==> src/rtl/irqc_pkg.sv <==
package irqc_pkg;

    typedef enum logic {
        MODE_LEVEL = 1'b0,
        MODE_EDGE  = 1'b1
    } irq_mode_e;

    typedef struct packed {
        logic set_c;   // press-side contact
        logic clr_c;   // release-side contact
    } contact_pair_t;

    // Latch state: 1 = released, 0 = pressed.
    // 10 -> pressed, 01 -> released; 00 and 11 keep the old state.
    function automatic logic sr_step(input contact_pair_t c, input logic q);
        logic nq;
        unique case ({c.set_c, c.clr_c})
            2'b10:   nq = 1'b0;
            2'b01:   nq = 1'b1;
            default: nq = q;
        endcase
        return nq;
    endfunction

endpackage

==> src/rtl/irqc_sync.sv <==
module irqc_sync #(
    parameter int WIDTH  = 2,
    parameter int STAGES = 2
) (
    input  logic             clk,
    input  logic             rst,
    input  logic [WIDTH-1:0] d,
    output logic [WIDTH-1:0] q
);
    logic [WIDTH-1:0] stage [STAGES];

    always_ff @(posedge clk) begin
        if (rst) stage[0] <= '0;
        else     stage[0] <= d;
    end

    for (genvar i = 1; i < STAGES; i++) begin : g_stage
        always_ff @(posedge clk) begin
            if (rst) stage[i] <= '0;
            else     stage[i] <= stage[i-1];
        end
    end

    assign q = stage[STAGES-1];

endmodule

==> src/rtl/irqc_debounce.sv <==
module irqc_debounce
    import irqc_pkg::*;
(
    input  logic          clk,
    input  logic          rst,
    input  contact_pair_t contacts,
    output logic          released,
    output logic          press_evt
);
    logic q_next;

    always_comb q_next = sr_step(contacts, released);

    // Fires on the edge where the latch goes from released to pressed.
    assign press_evt = released & ~q_next;

    always_ff @(posedge clk) begin
        if (rst) released <= 1'b1;
        else     released <= q_next;
    end


    sr_press_chk: assert property (@(posedge clk) disable iff (rst)
        (contacts.set_c && !contacts.clr_c) |=> !released);

    sr_release_chk: assert property (@(posedge clk) disable iff (rst)
        (!contacts.set_c && contacts.clr_c) |=> released);

    sr_hold_chk: assert property (@(posedge clk) disable iff (rst)
        (contacts.set_c == contacts.clr_c) |=> $stable(released));

endmodule

==> src/rtl/irqc_mode_cfg.sv <==
module irqc_mode_cfg
    import irqc_pkg::*;
#(
    parameter int WINDOW = 64
) (
    input  logic      clk,
    input  logic      rst,
    input  logic      wr,
    input  logic      wr_edge,
    output irq_mode_e mode
);
    localparam int CW = $clog2(WINDOW + 1);
    localparam logic [CW-1:0] LIMIT = CW'(WINDOW);

    logic [CW-1:0] age;
    logic          locked;
    logic          win_open;
    logic          accept;

    assign win_open = (age < LIMIT);
    assign accept   = wr & win_open & ~locked;

    always_ff @(posedge clk) begin
        if (rst) begin
            age    <= '0;
            locked <= 1'b0;
            mode   <= MODE_LEVEL;
        end else begin
            if (win_open) age <= age + 1'b1;
            if (accept) begin
                locked <= 1'b1;
                mode   <= wr_edge ? MODE_EDGE : MODE_LEVEL;
            end
        end
    end


    reset_level_chk: assert property (@(posedge clk) disable iff (rst)
        $past(rst) |-> (mode == MODE_LEVEL));

    window_shut_chk: assert property (@(posedge clk) disable iff (rst)
        !win_open |=> $stable(mode));

    write_once_chk: assert property (@(posedge clk) disable iff (rst)
        locked |=> $stable(mode));

    window_stays_shut_chk: assert property (@(posedge clk) disable iff (rst)
        !win_open |=> !win_open);

endmodule

==> src/rtl/irqc_edge_latch.sv <==
module irqc_edge_latch (
    input  logic clk,
    input  logic rst,
    input  logic enable,
    input  logic set_evt,
    input  logic ack,
    output logic flag
);
    always_ff @(posedge clk) begin
        if (rst || !enable) flag <= 1'b0;
        else if (set_evt)   flag <= 1'b1;   // new press beats acknowledge
        else if (ack)       flag <= 1'b0;
    end


    set_wins_chk: assert property (@(posedge clk) disable iff (rst)
        (enable && set_evt) |=> flag);

    ack_clears_chk: assert property (@(posedge clk) disable iff (rst)
        (enable && ack && !set_evt) |=> !flag);

    flag_hold_chk: assert property (@(posedge clk) disable iff (rst)
        (enable && flag && !ack) |=> flag);

    level_idle_chk: assert property (@(posedge clk) disable iff (rst)
        !enable |=> !flag);

endmodule

==> src/rtl/irqc_top.sv <==
module irqc_top
    import irqc_pkg::*;
#(
    parameter int SYNC_STAGES = 2,
    parameter int CFG_WINDOW  = 64
) (
    input  logic clk,
    input  logic rst,
    input  logic contact_press,
    input  logic contact_release,
    input  logic irq_ack,
    input  logic mode_wr,
    input  logic mode_edge,
    output logic irq_n
);
    contact_pair_t raw_c;
    contact_pair_t sync_c;
    logic          released;
    logic          press_evt;
    logic          edge_flag;
    irq_mode_e     mode;

    assign raw_c.set_c = contact_press;
    assign raw_c.clr_c = contact_release;

    irqc_sync #(.WIDTH($bits(contact_pair_t)), .STAGES(SYNC_STAGES)) u_sync (
        .clk (clk),
        .rst (rst),
        .d   (raw_c),
        .q   (sync_c)
    );

    irqc_debounce u_deb (
        .clk       (clk),
        .rst       (rst),
        .contacts  (sync_c),
        .released  (released),
        .press_evt (press_evt)
    );

    irqc_mode_cfg #(.WINDOW(CFG_WINDOW)) u_cfg (
        .clk     (clk),
        .rst     (rst),
        .wr      (mode_wr),
        .wr_edge (mode_edge),
        .mode    (mode)
    );

    irqc_edge_latch u_edge (
        .clk     (clk),
        .rst     (rst),
        .enable  (mode == MODE_EDGE),
        .set_evt (press_evt),
        .ack     (irq_ack),
        .flag    (edge_flag)
    );

    assign irq_n = (mode == MODE_EDGE) ? ~edge_flag : released;


    reset_idle_chk: assert property (@(posedge clk) disable iff (rst)
        $past(rst) |-> irq_n);

endmodule

==> config.mk <==
export PLATFORM = sky130hd
export DESIGN_NAME = irqc_top
export DESIGN_NICKNAME = d
export VERILOG_FILES = /design/src/rtl/irqc_pkg.sv /design/src/rtl/irqc_sync.sv /design/src/rtl/irqc_debounce.sv /design/src/rtl/irqc_mode_cfg.sv /design/src/rtl/irqc_edge_latch.sv /design/src/rtl/irqc_top.sv
export SDC_FILE = /design/constraint.sdc
export NUM_CORES = 1
export LEC_CHECK = 0
export BUFFER_PORTS_ARGS = -buffer_cell sky130_fd_sc_hd__buf_2
export CORE_AREA = 2 2 40 42
export CTS_CLUSTER_SIZE = 16
export DETAILED_ROUTE_END_ITERATION = 8
export DIE_AREA = 0 0 42 44
export SYNTH_ARGS = -nofsm -noshare
export SYNTH_HDL_FRONTEND = slang
export SYNTH_SLANG_ARGS = --single-unit
==> constraint.sdc <==
create_clock -name clk -period 1.5 [get_ports clk]
set_input_delay 0.3 -clock clk [delete_from_list [all_inputs] [get_ports clk]]
set_output_delay 0.3 -clock clk [all_outputs]
set_load 0.02 [all_outputs]
**After elaboration in Yosys (flattened, before gate mapping)**

Memory sizes are Yosys's and may differ from the RTL's.
Index checks and enable logic that the tools add are counted.

- Bits in writable memories: 4
- Output and inout port bits: 1
- Memories kept: 1
- Bits in registers: 11

Memories:

| memory | words | width | rd ports | clocked after Yosys merged registers in | wr ports | line | text |
|---|---|---|---|---|---|---|---|
| u_sync.stage | 2 | 2 | 2 | 0 | 2 | irqc_sync.sv:10 | `logic [WIDTH-1:0] stage [STAGES];` |

- Equal/unequal tests: 2
- $add $sub $neg: 1
- Multiplexer cells: 10
- Bitwise operators: 8
- $lt $le $gt $ge: 1
- Reductions and logical operators: 3

Operators by type and width:

| operator | number |
|---|---|
| $add 7x1->7 const B | 1 |
| $lt 7x7->1 const B | 1 |
| $mux 1 | 7 |
| $mux 2 | 2 |
| $and 1x1->1 | 3 |
| $not 1->1 | 3 |
| $eq 2x1->1 const B | 1 |
| $eq 2x2->1 const B | 1 |
| $or 1x1->1 | 2 |
| $pmux 1 s2 | 1 |
| $reduce_bool 2->1 | 1 |
| $logic_not 1->1 | 1 |
| $logic_or 1x1->1 | 1 |

**Longest topological paths before layout**

Gate-level depths: netlist of the first run.

- Word-level depth: 5
- Gate-level depth with buffers: 5

**Hierarchy**

Synthesis of the first run repeated with hierarchy kept, for this count alone.

- Cell total of the unflattened synthesis: 58
- Area total of the unflattened synthesis: 598.1 sq um

Modules (own cells, without submodules):

| module | sequential area each (sq um) | cells an instance | times used | area each (sq um) |
|---|---|---|---|---|
| irqc_mode_cfg | 180.2 | 38 | 1 | 380.4 |
| irqc_sync | 80.1 | 8 | 1 | 105.1 |
| irqc_debounce | 20.0 | 6 | 1 | 58.8 |
| irqc_edge_latch | 20.0 | 4 | 1 | 40.0 |
| irqc_top | 0.0 | 2 | 1 | 13.8 |

**Least setup slack after synthesis of the first run**

OpenSTA, ideal clock, no wires.

- Path kind: reg2reg
- From: register u_cfg.age[6]
- To: register u_cfg.age[5]
- Data required time: 1.379 ns
- Cell stages (with the launch flop): 5
- Data arrival time: 1.059 ns
- Library setup time: 0.121 ns
- Slack: 0.320 ns
- Path through: dfxtp_1 buf_6 and4b_1 nand3_1 mux2_4

- Word-level cells in the longest chain between the ends: 1

RTL lines:

| what | line | text |
|---|---|---|
| from (decl) | irqc_mode_cfg.sv:15 | `logic [CW-1:0] age;` |
| from (signal assigned) | irqc_mode_cfg.sv:29 | `if (win_open) age <= age + 1'b1;` |
| $lt 7x7->1 | irqc_mode_cfg.sv:20 | `assign win_open = (age < LIMIT);` |

No other way between the ends.
A chain may end at the register's enable or synchronous reset.

**Final worst setup path of the first run**

- From: register u_cfg.mode
- To: output irq_n

- Word-level cells in the longest chain between the ends: 1

RTL lines:

| what | line | text |
|---|---|---|
| from (decl) | irqc_mode_cfg.sv:10 | `output irq_mode_e mode` |
| from (signal assigned) | irqc_mode_cfg.sv:32 | `mode <= wr_edge ? MODE_EDGE : MODE_LEVEL;` |
| $mux 1 | irqc_top.sv:58 | `assign irq_n = (mode == MODE_EDGE) ? ~edge_flag : released;` |
| to (decl) | irqc_top.sv:14 | `output logic irq_n` |

No other way between the ends.

==> results_dict.tcl, run 1 <==
set metrics [dict create \
    status "completed" \
    dpl.hpwl_um 595.5 \
    r2r_setup_slack_ps 270 \
    ctsRootBufferMaster "clkbuf_4" \
    fmax_ghz 0.7714 \
    synth_nets 67 \
    synth_seq_cells 15 \
    power_frac_comb 0.077 \
    drtIter0Drc 5 \
    p_total_w 0.0007032 \
    synth_most_common_cell "dfxtp_1" \
    p_leak_nw 0.2864 \
    drt_first_pass_iters 4 \
    io_pins 8 \
    cap_violations 0 \
    switching_share 0.2275 \
    drc 0 \
    core_area_um2 1419 \
    start_util 0.4145 \
    p_per_area_nw_per_um2 1073 \
    grt_max_degree 17 \
    die_w_um 42 \
    hold_depth 2 \
    final_util 0.4621 \
    ant_nets 0 \
    cts-resized-gates 0 \
    rsz0062_at_grt "no" \
    tritoncts "built" \
    synth_area_per_cell_um2 10.14 \
    antenna_found_initial 0 \
    finalInstanceArea_um2 655.6 \
    port_buffers 7 \
    num_rows 14 \
    synth_seq_area_share 0.5106 \
    cp_data_required_time_ps 1200 \
    worstHoldEndpoint "u_sync.stage[0][1]" \
    yosys_most_used_dff "dfxtp_1" \
    synth_warnings 0 \
    synth-edff-count 0 \
    cp-start-kind "flop" \
    r2r_cells 3 \
    end_kind "output pin" \
    synthToLayoutAreaGrowth_pct 11.49 \
    postCtsSetupBuffers 0 \
    worst_slew_pin_slew_ps 268.9 \
    p_clk_frac 0.314 \
    finalCriticalPeriod_ps 1296 \
    setup-violations-final 0 \
    h-tree-depth 1 \
    yosysTopAreaCellShare 0.5106 \
    clock_path_buffers 2 \
    wl_um 849 \
    ys_types 18 \
    fillerInstances 144 \
    final_nets 77 \
    power.internal_w 0.0005433 \
    hold_path_class "in -> reg" \
    critPathArrivalTime_ps 1000 \
    antenna_cells 0 \
    syn_inst 58 \
    ys_top_cells_by_count "dfxtp_1, nor2_1, nor2b_1" \
    vias 404 \
    seqPwrFrac 0.608 \
    ctsHoldBuffers 0 \
    ys_top_cells_by_area "dfxtp_1, nor2b_1, nor2_1" \
    grt_usage 0.1175 \
    cts-buffers-inserted 3 \
    crit_type "reg -> out" \
    drv_slew 0 \
    die_h_um 44 \
    hold_start "contact_press" \
    clock_sink_count 15 \
    fin_crit_sh 0.8642 \
    r2r-end "u_cfg.age[5]" \
    wl_per_cell_um 10.23 \
    synth_top_area_cell "dfxtp_1" \
    worstPathMaxFanout 3 \
    drive_above_1_share 0.1791 \
    netlist_area_um2 588.1 \
    clock_skew_ps 1.901 \
    overflow 0 \
    slew_headroom 0.8208 \
    peakVddDrop_mv 0.5217 \
    fin_setup_tns_ps 0 \
    clock_latency_ps 270 \
    path_clk_slew_ps 90 \
    vias_per_cell 4.867 \
    reg2reg_from "u_cfg.age[6]" \
    postSynth.asyncResetShare 0 \
    hold_viol 0 \
    grt_pass1_vias 366 \
    grt_pass1_wl_um 1511 \
    place.gp.congestion 0.7557 \
    switchingPower_w 0.0001600 \
    dpl_cell_area_um2 628.1 \
    die-area_um2 1848 \
]
worst max-delay path, cell delays in order (launching register included):
cell	delay, ps
dfxtp_1	370
mux2i_1	180
buf_2	180
flip-flops by register name, indices dropped and copies added, names as in the netlist:
signal / flops
u_cfg.locked: 1
u_cfg.age: 7
u_sync.stage: 4
u_cfg.mode: 1
u_edge.flag: 1
u_deb.released: 1
power groups by stage:
stage / clock network [W] / registers (W) / logic [W]
5_1_grt: 0.000259 / 0.000431 / 0.0000630
2_1_floorplan: 0 / 0.000434 / 0.0000390
6_report: 0.000221 / 0.000428 / 0.0000543
3_3_place_gp: 0 / 0.000436 / 0.0000545
3_5_place_dp: 0 / 0.000437 / 0.0000553
4_1_cts: 0.000235 / 0.000428 / 0.0000559
cell type report:
cell class / count / area [um2] / area share
clock buffer: 3 / 22.52 / 0.03435
clock inverter: 1 / 5.005 / 0.007634
inverter: 3 / 11.26 / 0.01718
multi-input combinational: 38 / 261.5 / 0.3989
sequential: 15 / 300.3 / 0.4580
tap: 16 / 20.02 / 0.03053
timing repair buffer: 7 / 35.03 / 0.05344
metrics by stage:
step	hold WS, ps	worst slack (ps)	std cells
after CTS	222.3	174.8	83
after global placement	421.7	313.7	79
after global routing	232.8	115.9	83
final	227.7	203.7	83
after floorplan	371.6	319.6	58
after detailed placement	423.9	299.2	79
layer usage:
metal  vias up  global-route usage  routed length (um)
met4         0              0.1161                  15
met3         2             0.04167                  40
met2        10              0.1875                 406
met1       184              0.1179                 386
met5         -                   0                   0
li1        208                   -                   -
how the worst max path moves through the flow:
| stage | end | startpoint | slack (ps) | cells after the start |
|---|---|---|---|---|
| 6_report | irq_n | u_cfg.mode | 200 | 2 |
| 3_3_place_gp | u_cfg.age[5] | u_cfg.age[6] | 310 | 3 |
| 3_5_place_dp | u_cfg.age[5] | u_cfg.age[6] | 300 | 3 |
| 2_1_floorplan | u_cfg.age[5] | u_cfg.age[6] | 320 | 4 |
| 5_1_grt | irq_n | u_cfg.mode | 120 | 2 |
| 4_1_cts | irq_n | u_cfg.mode | 170 | 2 |
layout by cell type (no fill, tap or decap), drive strengths merged:
master	netlist	layout
dfxtp	15	15
nor2	9	9
nor2b	8	8
buf	1	7
inv	3	3
mux2i	3	3
a21oi	3	3
clkbuf	1	3
xor2	2	2
nand3	2	2
nor3b	2	2
xnor2	2	2
ha	2	2
and3	1	1
and4b	1	1
mux2	1	1
nand4b	1	1
o21bai	1	1
clkinv	0	1
cell families (layout without fill, tap and decap cells):
| family | count (synthesis) | in the layout | synth area share |
|---|---|---|---|
| AOI/OAI and AO/OA | 4 | 4 | 0.03830 |
| xor gates and xnor gates | 4 | 4 | 0.05959 |
| adders and majority gates | 2 | 2 | 0.04255 |
| buffers and inverters | 5 | 14 | 0.04467 |
| DFF | 15 | 15 | 0.5106 |
| muxes | 4 | 4 | 0.07659 |
| and+or+nand+nor | 24 | 24 | 0.2277 |
Note: power is estimated with default switching activity, not from simulation.
==> run 2: changes to the inputs <==
- ABC_AREA: default -> 1
==> run 2 against run 1 <==
  * Clock skew decreased by 0.85 ps
  * Area after synthesis is 1.5% higher
  * Critical path depth is 1 higher
  * Combinational power rose by 5.3%
  * Count of clock-buffer cells in the layout unchanged
  * Flip-flop and latch count stayed put
  * Wire length is 3.4% lower
  * Largest power group unchanged
  * Largest cell class unchanged
  * Design area is 1.9% higher
==> results_dict.tcl, run 2 <==
set metrics [dict create \
    place_ws_ps 411.0 \
    rsz0062_at_grt "no" \
    place.gp.congestion 0.7234 \
    status "completed" \
    tritoncts "built" \
    postSynth.asyncResetShare 0 \
    synth_top_area_cell "dfxtp_1" \
    drc 0 \
    grt_usage 0.1123 \
    die-area_um2 1848 \
    yosys_most_used_dff "dfxtp_1" \
    hold_path_class "in -> reg" \
    drtIter0Drc 10 \
    hold_start "contact_release" \
    worstPathMaxFanout 4 \
    drt_first_pass_iters 4 \
    p_per_area_nw_per_um2 1056 \
    synthToLayoutAreaGrowth_pct 11.95 \
    finalCriticalPeriod_ps 1305 \
    synth_seq_cells 15 \
    io_pins 8 \
    startpoint "u_cfg.mode" \
    cp_data_required_time_ps 1200 \
    fmax_ghz 0.7664 \
    crit_chain "nor2_1 > a21oi_1 > buf_2" \
    grt_max_degree 10 \
    path_delay_family "flip-flops" \
    ctsHoldBuffers 0 \
    vias_per_cell 4.431 \
    cts-buffers-inserted 3 \
    wl_met3_um 45 \
    grt_pass1_vias 386 \
    h-tree-depth 1 \
    largestRegisters "u_cfg.age (7), u_sync.stage (4)" \
    clock_latency_ps 270 \
    clock_sink_count 15 \
    final_nets 96 \
    largest_register_ff_count 7 \
    port_buffers 7 \
    ant_nets 0 \
    die_h_um 44 \
    fillerInstances 144 \
    cp-start-kind "flop" \
    grt_pass1_wl_um 1524 \
    ys_types 16 \
    ys_top_cells_by_area "dfxtp_1, nand2_1, nor2_1" \
    yosysTopAreaCellShare 0.5031 \
    dpl.hpwl_um 629.3 \
    r2r_cells 5 \
    clock_skew_ps 1.054 \
    ctsRootBufferMaster "clkbuf_4" \
    cts-resized-gates 0 \
    wl_per_cell_um 8.039 \
    hold_viol 0 \
    vias 452 \
    fin_setup_tns_ps 0 \
    r2r_setup_slack_ps 400 \
    wl_um 820 \
    worst_slack_ps 195.3 \
    synth_most_common_cell "nand2_1" \
    overflow 0 \
    peakVddDrop_mv 0.5706 \
    antenna_found_initial 0 \
    synth_nets 85 \
    setup-violations-final 0 \
    drive_above_1_share 0.1860 \
    cp_slowest_stage_delay_ps 400 \
    synth_seq_area_share 0.5031 \
    antenna_cells 0 \
    die_w_um 42 \
    ys_top_cells_by_count "nand2_1, dfxtp_1, nor2_1, inv_1, a21oi_1" \
    final_common_cell "nand2_1" \
    hold_depth 3 \
    fin_crit_sh 0.8698 \
    worstHoldEndpoint "u_sync.stage[0][0]" \
    postCtsSetupBuffers 0 \
    drv_slew 0 \
    end_kind "output pin" \
    syn_inst 76 \
    core_area_um2 1419 \
    crit_type "reg -> out" \
    synth-edff-count 0 \
    wl_met2_um 324 \
    path_clk_slew_ps 90 \
    r2r-end "u_edge.flag" \
    p_leak_nw 0.3111 \
    critPathArrivalTime_ps 1000 \
    start_util 0.4206 \
    worst_slew_pin_slew_ps 239.0 \
    top_register "u_cfg.age" \
    cap_violations 0 \
    slew_headroom 0.8390 \
    most-common-layout-cells "nand2_1, dfxtp_1, nor2_1" \
    netlist_area_um2 596.8 \
    highest_layer "met4" \
    synth_area_per_cell_um2 7.853 \
    clock_path_buffers 2 \
    m1WireLength_um 438 \
    cp_num_buf_inv 1 \
    synth_warnings 0 \
    num_rows 14 \
    cpMaxStageDelayCell "dfxtp_1" \
    reg2reg_from "u_sync.stage[1][1]" \
]
==> run 2: cell types whose count changed after synthesis, moves of 3 or more <==
cell | before | now
nand2_1 | 0 | 16
nor2b_1 | 8 | 0
nor2_1 | 9 | 12
a21oi_1 | 3 | 7
mux2i_1 | 3 | 0
inv_1 | 3 | 11
==> run 2: how the worst max path moves through the flow <==
stage,to,slack (ps),cells after the start
2_1_floorplan,irq_n,470,2
3_3_place_gp,u_edge.flag,420,5
3_5_place_dp,u_edge.flag,410,5
4_1_cts,irq_n,190,3
5_1_grt,irq_n,100,3
6_report,irq_n,200,3
==> run 2: cell families after synthesis <==
| logic type | share of synthesized area |
|---|---|
| flops | 0.5031 |
| simple gates | 0.2704 |
| compound gates | 0.09014 |
| fa+ha+maj | 0.04192 |
| buf+inv | 0.09433 |
==> run 2: routing by layer <==
layer | track usage | vias to the layer above
met4 | 0.07742 | 0
met1 | 0.1462 | 180
met5 | 0 | -
met2 | 0.1563 | 11
met3 | 0.03750 | 2
li1 | - | 259
==> run 2: worst min-delay path, stage by stage <==
cell and delay [ps]:
buf_2 70, inv_1 30, nor2_1 60
==> run 2: stage by stage <==
step	util	instances	total power [W]	hold WS, ps	cell area [um2]
floorplan	-	76	0.0004802	388.3	596.8
global placement	0.4515	98	0.0004945	392.8	640.6
detailed placement	0.4515	98	0.0004961	398.3	640.6
CTS	0.4709	102	0.0007216	212.7	668.1
global route	0.4709	102	0.0007529	224.6	668.1
finish	0.4709	102	0.0007053	223.2	668.1
==> run 2: where the power goes <==
part            total, W  switching [W]  internal, W  leakage, nW
Clock           0.000219       0.000121    0.0000987       0.0177
Combinational  0.0000572      0.0000326    0.0000245        0.170
Sequential      0.000429      0.0000119     0.000417        0.123
==> run 2: layout make-up <==
cell class,count,area (um2),share of cell area
sequential,15,300.3,0.4494
multi-input combinational,48,240.2,0.3595
inverter,12,45.04,0.06742
timing repair buffer,7,35.03,0.05243
clock buffer,3,22.52,0.03371
tap,16,20.02,0.02996
clock inverter,1,5.005,0.007491
